[src/rtl/sgpio_pkg.sv]
package sgpio_pkg;

  typedef enum logic [1:0] {
    ST_IDLE  = 2'd0,
    ST_SHIFT = 2'd1,
    ST_LOAD  = 2'd2,
    ST_GAP   = 2'd3
  } sg_state_e;

  localparam int ADDR_W      = 6;
  localparam int A_CTRL      = 0;
  localparam int A_DIV       = 1;
  localparam int A_MASK      = 2;
  localparam int A_IN_BASE   = 4;
  localparam int A_WORD_BASE = 32;

  localparam int CTL_WID_LSB = 0;
  localparam int CTL_AUTO    = 2;
  localparam int CTL_SHOT    = 3;
  localparam int CTL_GAP_LSB = 4;

  localparam int FIELD_W     = 3;

endpackage

[src/rtl/sgpio_clkdiv.sv]
module sgpio_clkdiv #(
  parameter int DIVW = 12
) (
  input  logic            clk,
  input  logic            rst_n,
  input  logic            run_i,
  input  logic [DIVW-1:0] div_i,
  output logic            hi_o,
  output logic            last_o,
  output logic [DIVW-1:0] period_o
);

  logic [DIVW-1:0] cnt_q, cnt_d;
  logic [DIVW-1:0] per_q, per_d;

  // Period is frozen while a burst runs; re-sampled while idle.
  always_comb begin
    per_d = per_q;
    if (!run_i) begin
      per_d = (div_i < DIVW'(2)) ? DIVW'(2) : div_i;
    end
  end

  assign last_o = run_i && (cnt_q == per_q - DIVW'(1));
  assign hi_o   = run_i && (cnt_q >= (per_q >> 1));

  always_comb begin
    cnt_d = cnt_q;
    if (!run_i || last_o) begin
      cnt_d = '0;
    end else begin
      cnt_d = cnt_q + DIVW'(1);
    end
  end

  always_ff @(posedge clk or negedge rst_n) begin
    if (!rst_n) begin
      cnt_q <= '0;
      per_q <= DIVW'(2);
    end else begin
      cnt_q <= cnt_d;
      per_q <= per_d;
    end
  end

  assign period_o = per_q;

endmodule

[src/rtl/sgpio_regs.sv]
module sgpio_regs
  import sgpio_pkg::*;
#(
  parameter int NPORTS  = 32,
  parameter int MAXBITS = 4,
  parameter int DIVW    = 12,
  parameter int GAPW    = 4,
  localparam int BW     = $clog2(MAXBITS),
  localparam int FW     = FIELD_W * MAXBITS
) (
  input  logic                            clk,
  input  logic                            rst_n,
  input  logic                            wr_en,
  input  logic [ADDR_W-1:0]               wr_addr,
  input  logic [31:0]                     wr_data,
  input  logic [ADDR_W-1:0]               rd_addr,
  output logic [31:0]                     rd_data,
  input  logic                            shot_clr_i,
  input  logic                            commit_i,
  input  logic [MAXBITS-1:0][NPORTS-1:0]  shadow_i,
  output logic [BW-1:0]                   wid_o,
  output logic                            auto_o,
  output logic                            shot_o,
  output logic [GAPW-1:0]                 gap_o,
  output logic [DIVW-1:0]                 div_o,
  output logic [NPORTS-1:0]               mask_o,
  output logic [NPORTS-1:0][FW-1:0]       words_o,
  output logic [MAXBITS-1:0][NPORTS-1:0]  in_o
);

  logic [BW-1:0]                  wid_q, wid_d;
  logic                           auto_q, auto_d;
  logic                           shot_q, shot_d;
  logic [GAPW-1:0]                gap_q, gap_d;
  logic [DIVW-1:0]                div_q, div_d;
  logic [NPORTS-1:0]              mask_q, mask_d;
  logic [MAXBITS-1:0][NPORTS-1:0] in_q, in_d;

  logic wr_ctrl, wr_div, wr_mask;
  assign wr_ctrl = wr_en && (wr_addr == ADDR_W'(A_CTRL));
  assign wr_div  = wr_en && (wr_addr == ADDR_W'(A_DIV));
  assign wr_mask = wr_en && (wr_addr == ADDR_W'(A_MASK));

  always_comb begin
    wid_d  = wid_q;
    auto_d = auto_q;
    shot_d = shot_q;
    gap_d  = gap_q;
    div_d  = div_q;
    mask_d = mask_q;
    in_d   = in_q;
    if (shot_clr_i) begin
      shot_d = 1'b0;
    end
    if (wr_ctrl) begin
      wid_d  = wr_data[CTL_WID_LSB +: BW];
      auto_d = wr_data[CTL_AUTO];
      shot_d = wr_data[CTL_SHOT];
      gap_d  = wr_data[CTL_GAP_LSB +: GAPW];
    end
    if (wr_div) begin
      div_d = wr_data[DIVW-1:0];
    end
    if (wr_mask) begin
      mask_d = wr_data[NPORTS-1:0];
    end
    if (commit_i) begin
      in_d = shadow_i;
    end
  end

  always_ff @(posedge clk or negedge rst_n) begin
    if (!rst_n) begin
      wid_q  <= '0;
      auto_q <= 1'b0;
      shot_q <= 1'b0;
      gap_q  <= '0;
      div_q  <= '0;
      mask_q <= '0;
      in_q   <= '0;
    end else begin
      wid_q  <= wid_d;
      auto_q <= auto_d;
      shot_q <= shot_d;
      gap_q  <= gap_d;
      div_q  <= div_d;
      mask_q <= mask_d;
      in_q   <= in_d;
    end
  end

  // One output word per port, each with its own write enable.
  for (genvar p = 0; p < NPORTS; p++) begin : g_word
    logic          we;
    logic [FW-1:0] word_q, word_d;
    assign we = wr_en && (wr_addr == ADDR_W'(A_WORD_BASE + p));
    always_comb begin
      word_d = word_q;
      if (we) begin
        word_d = wr_data[FW-1:0];
      end
    end
    always_ff @(posedge clk or negedge rst_n) begin
      if (!rst_n) begin
        word_q <= '0;
      end else begin
        word_q <= word_d;
      end
    end
    assign words_o[p] = word_q;
  end

  always_comb begin
    rd_data = '0;
    if (rd_addr == ADDR_W'(A_CTRL)) begin
      rd_data[CTL_WID_LSB +: BW]  = wid_q;
      rd_data[CTL_AUTO]           = auto_q;
      rd_data[CTL_SHOT]           = shot_q;
      rd_data[CTL_GAP_LSB +: GAPW] = gap_q;
    end else if (rd_addr == ADDR_W'(A_DIV)) begin
      rd_data[DIVW-1:0] = div_q;
    end else if (rd_addr == ADDR_W'(A_MASK)) begin
      rd_data[NPORTS-1:0] = mask_q;
    end else begin
      for (int n = 0; n < MAXBITS; n++) begin
        if (rd_addr == ADDR_W'(A_IN_BASE + n)) begin
          rd_data[NPORTS-1:0] = in_q[n];
        end
      end
      for (int p = 0; p < NPORTS; p++) begin
        if (rd_addr == ADDR_W'(A_WORD_BASE + p)) begin
          rd_data[FW-1:0] = words_o[p];
        end
      end
    end
  end

  assign wid_o  = wid_q;
  assign auto_o = auto_q;
  assign shot_o = shot_q;
  assign gap_o  = gap_q;
  assign div_o  = div_q;
  assign mask_o = mask_q;
  assign in_o   = in_q;

endmodule

[src/rtl/sgpio_burst.sv]
module sgpio_burst
  import sgpio_pkg::*;
#(
  parameter int NPORTS  = 32,
  parameter int MAXBITS = 4,
  parameter int GAPW    = 4,
  localparam int BW     = $clog2(MAXBITS),
  localparam int PW     = $clog2(NPORTS),
  localparam int FW     = FIELD_W * MAXBITS,
  localparam int GCW    = 1 << GAPW
) (
  input  logic                            clk,
  input  logic                            rst_n,
  input  logic [BW-1:0]                   wid_i,
  input  logic                            auto_i,
  input  logic                            shot_i,
  input  logic [GAPW-1:0]                 gap_i,
  input  logic [NPORTS-1:0]               mask_i,
  input  logic [NPORTS-1:0][FW-1:0]       words_i,
  input  logic                            hi_i,
  input  logic                            last_i,
  input  logic                            sdi_i,
  output logic                            run_o,
  output logic                            sclk_o,
  output logic                            sdo_o,
  output logic                            sload_o,
  output logic                            commit_o,
  output logic                            shot_clr_o,
  output logic [MAXBITS-1:0][NPORTS-1:0]  shadow_o
);

  sg_state_e                      st_q, st_d;
  logic [PW-1:0]                  port_q, port_d;
  logic [BW-1:0]                  bit_q, bit_d;
  logic [BW-1:0]                  wid_q, wid_d;
  logic [NPORTS-1:0]              msk_q, msk_d;
  logic [GCW-1:0]                 gcnt_q, gcnt_d;
  logic [MAXBITS-1:0][NPORTS-1:0] shd_q, shd_d;

  // Highest set bit of m below lim; MSB of the result flags a hit.
  function automatic logic [PW:0] pick_below(input logic [NPORTS-1:0] m,
                                             input logic [PW:0] lim);
    logic [PW:0] r;
    r = '0;
    for (int i = 0; i < NPORTS; i++) begin
      if (m[i] && ((PW+1)'(i) < lim)) begin
        r = {1'b1, PW'(i)};
      end
    end
    return r;
  endfunction

  logic [PW:0]    first_hit, next_hit;
  logic [GCW-1:0] gap_lim;
  logic [FW-1:0]  cur_word;

  assign first_hit = pick_below(mask_i, (PW+1)'(NPORTS));
  assign next_hit  = pick_below(msk_q, {1'b0, port_q});
  assign gap_lim   = (GCW'(1) << gap_i) - GCW'(1);
  assign cur_word  = words_i[port_q];

  always_comb begin
    st_d       = st_q;
    port_d     = port_q;
    bit_d      = bit_q;
    wid_d      = wid_q;
    msk_d      = msk_q;
    gcnt_d     = gcnt_q;
    shd_d      = shd_q;
    commit_o   = 1'b0;
    shot_clr_o = 1'b0;
    unique case (st_q)
      ST_IDLE: begin
        if (auto_i || shot_i) begin
          msk_d = mask_i;
          wid_d = wid_i;
          shd_d = '0;
          bit_d = '0;
          if (first_hit[PW]) begin
            st_d   = ST_SHIFT;
            port_d = first_hit[PW-1:0];
          end else begin
            st_d = ST_LOAD;
          end
        end
      end
      ST_SHIFT: begin
        if (last_i) begin
          shd_d[bit_q][port_q] = sdi_i;
          if (bit_q == wid_q) begin
            bit_d = '0;
            if (next_hit[PW]) begin
              port_d = next_hit[PW-1:0];
            end else begin
              st_d = ST_LOAD;
            end
          end else begin
            bit_d = bit_q + BW'(1);
          end
        end
      end
      ST_LOAD: begin
        if (last_i) begin
          commit_o = 1'b1;
          if (auto_i) begin
            st_d   = ST_GAP;
            gcnt_d = '0;
          end else begin
            st_d       = ST_IDLE;
            shot_clr_o = 1'b1;
          end
        end
      end
      ST_GAP: begin
        if (last_i) begin
          if (gcnt_q == gap_lim) begin
            st_d = ST_IDLE;
          end else begin
            gcnt_d = gcnt_q + GCW'(1);
          end
        end
      end
      default: st_d = ST_IDLE;
    endcase
  end

  always_ff @(posedge clk or negedge rst_n) begin
    if (!rst_n) begin
      st_q   <= ST_IDLE;
      port_q <= '0;
      bit_q  <= '0;
      wid_q  <= '0;
      msk_q  <= '0;
      gcnt_q <= '0;
      shd_q  <= '0;
    end else begin
      st_q   <= st_d;
      port_q <= port_d;
      bit_q  <= bit_d;
      wid_q  <= wid_d;
      msk_q  <= msk_d;
      gcnt_q <= gcnt_d;
      shd_q  <= shd_d;
    end
  end

  assign run_o    = (st_q != ST_IDLE);
  assign sclk_o   = (st_q == ST_SHIFT) && hi_i;
  assign sload_o  = (st_q == ST_LOAD);
  assign sdo_o    = (st_q == ST_SHIFT) && cur_word[FIELD_W * bit_q];
  assign shadow_o = shd_q;

endmodule

[src/rtl/sgpio_engine.sv]
module sgpio_engine
  import sgpio_pkg::*;
#(
  parameter int NPORTS  = 32,
  parameter int MAXBITS = 4,
  parameter int DIVW    = 12,
  parameter int GAPW    = 4
) (
  input  logic              clk,
  input  logic              rst_n,
  input  logic              wr_en,
  input  logic [ADDR_W-1:0] wr_addr,
  input  logic [31:0]       wr_data,
  input  logic [ADDR_W-1:0] rd_addr,
  output logic [31:0]       rd_data,
  output logic              sclk_o,
  output logic              sdo_o,
  output logic              sload_o,
  input  logic              sdi_i
);

  localparam int BW = $clog2(MAXBITS);
  localparam int FW = FIELD_W * MAXBITS;

  logic [BW-1:0]                  cfg_wid;
  logic                           cfg_auto;
  logic                           cfg_shot;
  logic [GAPW-1:0]                cfg_gap;
  logic [DIVW-1:0]                cfg_div;
  logic [NPORTS-1:0]              cfg_mask;
  logic [NPORTS-1:0][FW-1:0]      port_words;
  logic [MAXBITS-1:0][NPORTS-1:0] in_regs;
  logic [MAXBITS-1:0][NPORTS-1:0] shadow;
  logic                           commit;
  logic                           shot_clr;
  logic                           run;
  logic                           ph_hi;
  logic                           ph_last;
  logic [DIVW-1:0]                period;

  sgpio_regs #(
    .NPORTS(NPORTS), .MAXBITS(MAXBITS), .DIVW(DIVW), .GAPW(GAPW)
  ) u_regs (
    .clk(clk), .rst_n(rst_n),
    .wr_en(wr_en), .wr_addr(wr_addr), .wr_data(wr_data),
    .rd_addr(rd_addr), .rd_data(rd_data),
    .shot_clr_i(shot_clr), .commit_i(commit), .shadow_i(shadow),
    .wid_o(cfg_wid), .auto_o(cfg_auto), .shot_o(cfg_shot), .gap_o(cfg_gap),
    .div_o(cfg_div), .mask_o(cfg_mask), .words_o(port_words), .in_o(in_regs)
  );

  sgpio_clkdiv #(
    .DIVW(DIVW)
  ) u_div (
    .clk(clk), .rst_n(rst_n), .run_i(run), .div_i(cfg_div),
    .hi_o(ph_hi), .last_o(ph_last), .period_o(period)
  );

  sgpio_burst #(
    .NPORTS(NPORTS), .MAXBITS(MAXBITS), .GAPW(GAPW)
  ) u_burst (
    .clk(clk), .rst_n(rst_n),
    .wid_i(cfg_wid), .auto_i(cfg_auto), .shot_i(cfg_shot), .gap_i(cfg_gap),
    .mask_i(cfg_mask), .words_i(port_words),
    .hi_i(ph_hi), .last_i(ph_last), .sdi_i(sdi_i),
    .run_o(run), .sclk_o(sclk_o), .sdo_o(sdo_o), .sload_o(sload_o),
    .commit_o(commit), .shot_clr_o(shot_clr), .shadow_o(shadow)
  );

endmodule

[config.mk]
export PLATFORM = sky130hd
export DESIGN_NAME = sgpio_engine
export DESIGN_NICKNAME = d
export VERILOG_FILES = /design/src/rtl/sgpio_pkg.sv /design/src/rtl/sgpio_clkdiv.sv /design/src/rtl/sgpio_regs.sv /design/src/rtl/sgpio_burst.sv /design/src/rtl/sgpio_engine.sv
export SDC_FILE = /design/constraint.sdc
export NUM_CORES = 2
export LEC_CHECK = 0
export ABC_AREA = 1
export CORE_MARGIN = 2
export CORE_UTILIZATION = 64
export DETAILED_ROUTE_END_ITERATION = 10
export DONT_BUFFER_PORTS = 1
export GPL_ROUTABILITY_DRIVEN = 1
export PLACE_DENSITY = 0.87
export SETUP_SLACK_MARGIN = 0.15
export SLEW_MARGIN = 20
export SYNTH_ARGS = -nofsm -noshare
export SYNTH_HDL_FRONTEND = slang
export SYNTH_SLANG_ARGS = --single-unit
[constraint.sdc]
create_clock -name clk -period 4.5 [get_ports clk]
set_clock_uncertainty 0.2 [all_clocks]
set_input_delay 0.9 -clock clk [delete_from_list [all_inputs] [get_ports clk]]
set_output_delay 0.9 -clock clk [all_outputs]
set_load 0.05 [all_outputs]
==> qor.yml <==
synth:
  synth_area_sq_um: 39750
  ys_ff_latch: 774
  seq_area_frac_synth: 0.4873
  synth_cells: 4984
  yosysWarnings: 0
  synth_cell_types: 61
  synth_fp_nets: 5051
  synth_top_area_cell: "dfrtp_1"
  synthTopCellsByArea: "dfrtp_1, nand2_1, o21ai_0, inv_1, mux2i_1"
  yosysTopAreaCellShare: 0.4866
  syn_area_per_cell_sq_um: 7.976
global_routing:
  overflow: 0
  grt_max_degree: 775
  antenna_found_initial: 1
  grt_use_total: 0.4321
  grt_pass1_vias: 36670
  grt_pass1_wl_um: 212000
cts:
  numCtsBuffers: 80
  clock_path_buffers: 3
  cts_root_buffer: "clkbuf_16"
  htree_num_levels: 3
  cts_num_sinks: 774
  clkLatencyLatePin_ps: 640
  clkSlewWorstSetupHoldPaths_ps: 60
  cts_tree: "done"
sta:
  final-hold-violation-count: 0
  setup_viol: 13
  final_max_slew_viol_count: 0
  rsz0062_at_grt: "true"
  relSlewSlack: 0.2119
  fmax_ghz: 0.2020
  period_needed_ps: 4952
  finalCritPeriodShare: 1.100
  fin_tns_setup_ps: -4514
  layout_setup_ws_ps: -451.7
  hold-worst-slack_ps: 35.55
  worst_pin_slew_ps: 1180
layout:
  final_cells: 5976
  final_util: 0.7481
  final_area_sq_um: 46080
  mostFrequentLayoutCell: "nand2_1"
  area_delta_synth_final_pct: 15.91
  drive_gt1_frac: 0.1332
  layout.nets: 5147
  final_cell_mix: "nand2_1, dfrtp_1, o21ai_0"
worst_setup_path:
  cp_cell_sequence: "inv_12 -> nor2_4 -> inv_4 -> buf_6 -> nor2_1 -> inv_2 -> or2_0 -> nand2_1 -> nand3_1 -> nand2_1 -> nand4_1 -> nor2_1 -> nand4_1 -> nor2_1 -> nand4_1 -> nor2_1 -> nand4_1 -> nand2_1 -> nand4_1 -> nand2_1 -> nand3_1 -> nand2_1 -> nand4_1 -> buf_12"
  crit_buf_inv: 5
  worst_ep_required_time_ps: 3400
  startpoint: "rd_addr[5]"
  crit_path_frequent_cell: "nand4_1"
  cpPeakStageDelay_ps: 210
  r2r-start: "u_regs.gap_o[2]"
  arrival_ps: 3850
  cp-start-kind: "primary input"
  cp_slowest_cell: "nand4_1"
  cp_max_fo: 5
  cpLargestDelayFamily: "simple AND/OR/NAND/NOR gates"
  crit_path_end_kind: "primary output"
  path_class: "in2out"
power:
  power.static_leakage_nw: 21.25
  p_switching_mw: 9.155
  sw_frac_of_total: 0.3753
  power.density_nw_per_um2: 529.4
  seqPwrFrac: 0.386
  combPwrFrac: 0.323
  pwr-share-clk: 0.291
  p_int_mw: 15.24
  finalPower_mw: 24.39
  max-vdd-ir-drop_uv: 434.4
drt:
  firstDrtPassIters: 10
  routed_wirelength_um: 139700
  vias_per_cell: 6.463
  drt_iter0_drc: 6526
  wl_per_cell_um: 23.37
  drc: 0
  vias: 38620
  drtAntennaViolNets: 0
floorplanning:
  chipHeight_um: 253.2
  die_x_um: 253.2
  num_rows: 91
  boundaryPins: 83
  dieArea_sq_um: 64120
  coreArea_sq_um: 61600
  start_util: 0.6454
worst_hold_path:
  min_path_type: "in2async"
placement:
  place_congestion: 1.065
  dp.cells: 5794
  dp_hpwl_um: 92210
  place_area_sq_um: 42150
  io_buffers: 0
  post-place-ws_ps: -470.1
status:
  failed_checks: "setup timing"
  status: "finished, violations left"
run:
  maxCapViolCount: 0
-- power groups by stage --
stage | logic (mW) | clock network, mW | registers [mW]
CTS | 7.09 | 7.10 | 9.33
detailed placement | 6.88 | 0 | 9.42
global placement | 6.69 | 0 | 9.37
global route | 8.45 | 7.41 | 9.52
finish | 7.87 | 7.10 | 9.42
floorplan | 4.41 | 0 | 9.04
-- state kept, by name (all words and copies together) (netlist names) --
name                  count
u_burst.port_q            5
u_burst.gcnt_q           16
u_div.cnt_q              12
u_regs.shot_o             1
u_regs.wid_o              2
u_regs.g_word.word_q    384
u_burst.shadow_o        128
u_regs.gap_o              4
u_regs.in_o             128
u_burst.st_q              2
u_regs.auto_o             1
u_burst.bit_q             2
u_burst.msk_q            31
u_regs.div_o             12
u_burst.wid_q             2
u_div.period_o           12
u_regs.mask_o            32
-- synthesized netlist by cell type (all sizes together) --
master and n:
a2111o 3, a2111oi 5, a211oi 23, a21boi 1, a21oi 204, a221oi 17, a22oi 165, a311o 1
a311oi 3, a31oi 3, a32oi 1, and2 2, and3 2, buf 77, clkbuf 218, clkinv 6
dfrtp 773, dfstp 1, ha 19, inv 455, mux2 3, mux2i 128, nand2 1404, nand3 124
nand3b 1, nand4 95, nor2 310, nor3 33, nor3b 12, nor4 17, o2111ai 4, o211ai 3
o21ai 635, o21bai 2, o221ai 6, o22ai 10, o2bb2ai 2, o31ai 129, or2 42, or4 7
xnor2 13, xor2 25
-- path summary, 6_finish.rpt --
path                                                to  slack (ps)  cells after the start
setup / recovery                            rd_data[6]        -450                     24
hold / removal                     u_burst.shadow_o[5]          40                      1
setup reg to reg                    u_burst.gcnt_q[14]         470                     20
hold reg to reg                        u_regs.in_o[59]         280                      2
max in group asynchronous              u_regs.gap_o[0]        2450                      2
min in group clk           u_regs.g_word[16].word_q[5]         200                      2
-- repair_timing --
item	CTS	global route
endpoints found under the setup margin	13	15
setup buffers	15	18
hold endpoints to repair	773	133
pin swaps	36	37
gates cloned	1	2
gates resized for setup	98	83
-- final cells by class --
class / count / area (sq um)
clock inverters: 33 / 457.9
multi-input cells: 3455 / 18130
inverters: 461 / 1757
flip-flops and latches: 774 / 19370
fillers: 4346 / 15520
well taps: 837 / 1047
repair buffers: 308 / 2988
diodes: 2 / 5.005
clock buffers: 106 / 2323
-- routing by layer --
layer	global-route usage	part of all wire
met2	0.6436	0.44
met4	0.2730	0.071
met5	0	0
met1	0.5599	0.37
met3	0.1194	0.13
-- logic make-up (layout without fill, tap and decap cells) --
logic type / after synthesis / in the layout / share of synthesized area
AO/OA/AOI/OAI: 1217 / 1217 / 0.1787
XOR/XNOR: 38 / 38 / 0.008372
adder cells (fa/ha/maj): 19 / 19 / 0.005980
buffers and inverters: 756 / 908 / 0.07337
flip-flops: 774 / 774 / 0.4873
multiplexers: 131 / 131 / 0.03308
other: 0 / 2 / 0
AND/OR/NAND/NOR: 2049 / 2050 / 0.2132
(Power assumes the default switching activity.)
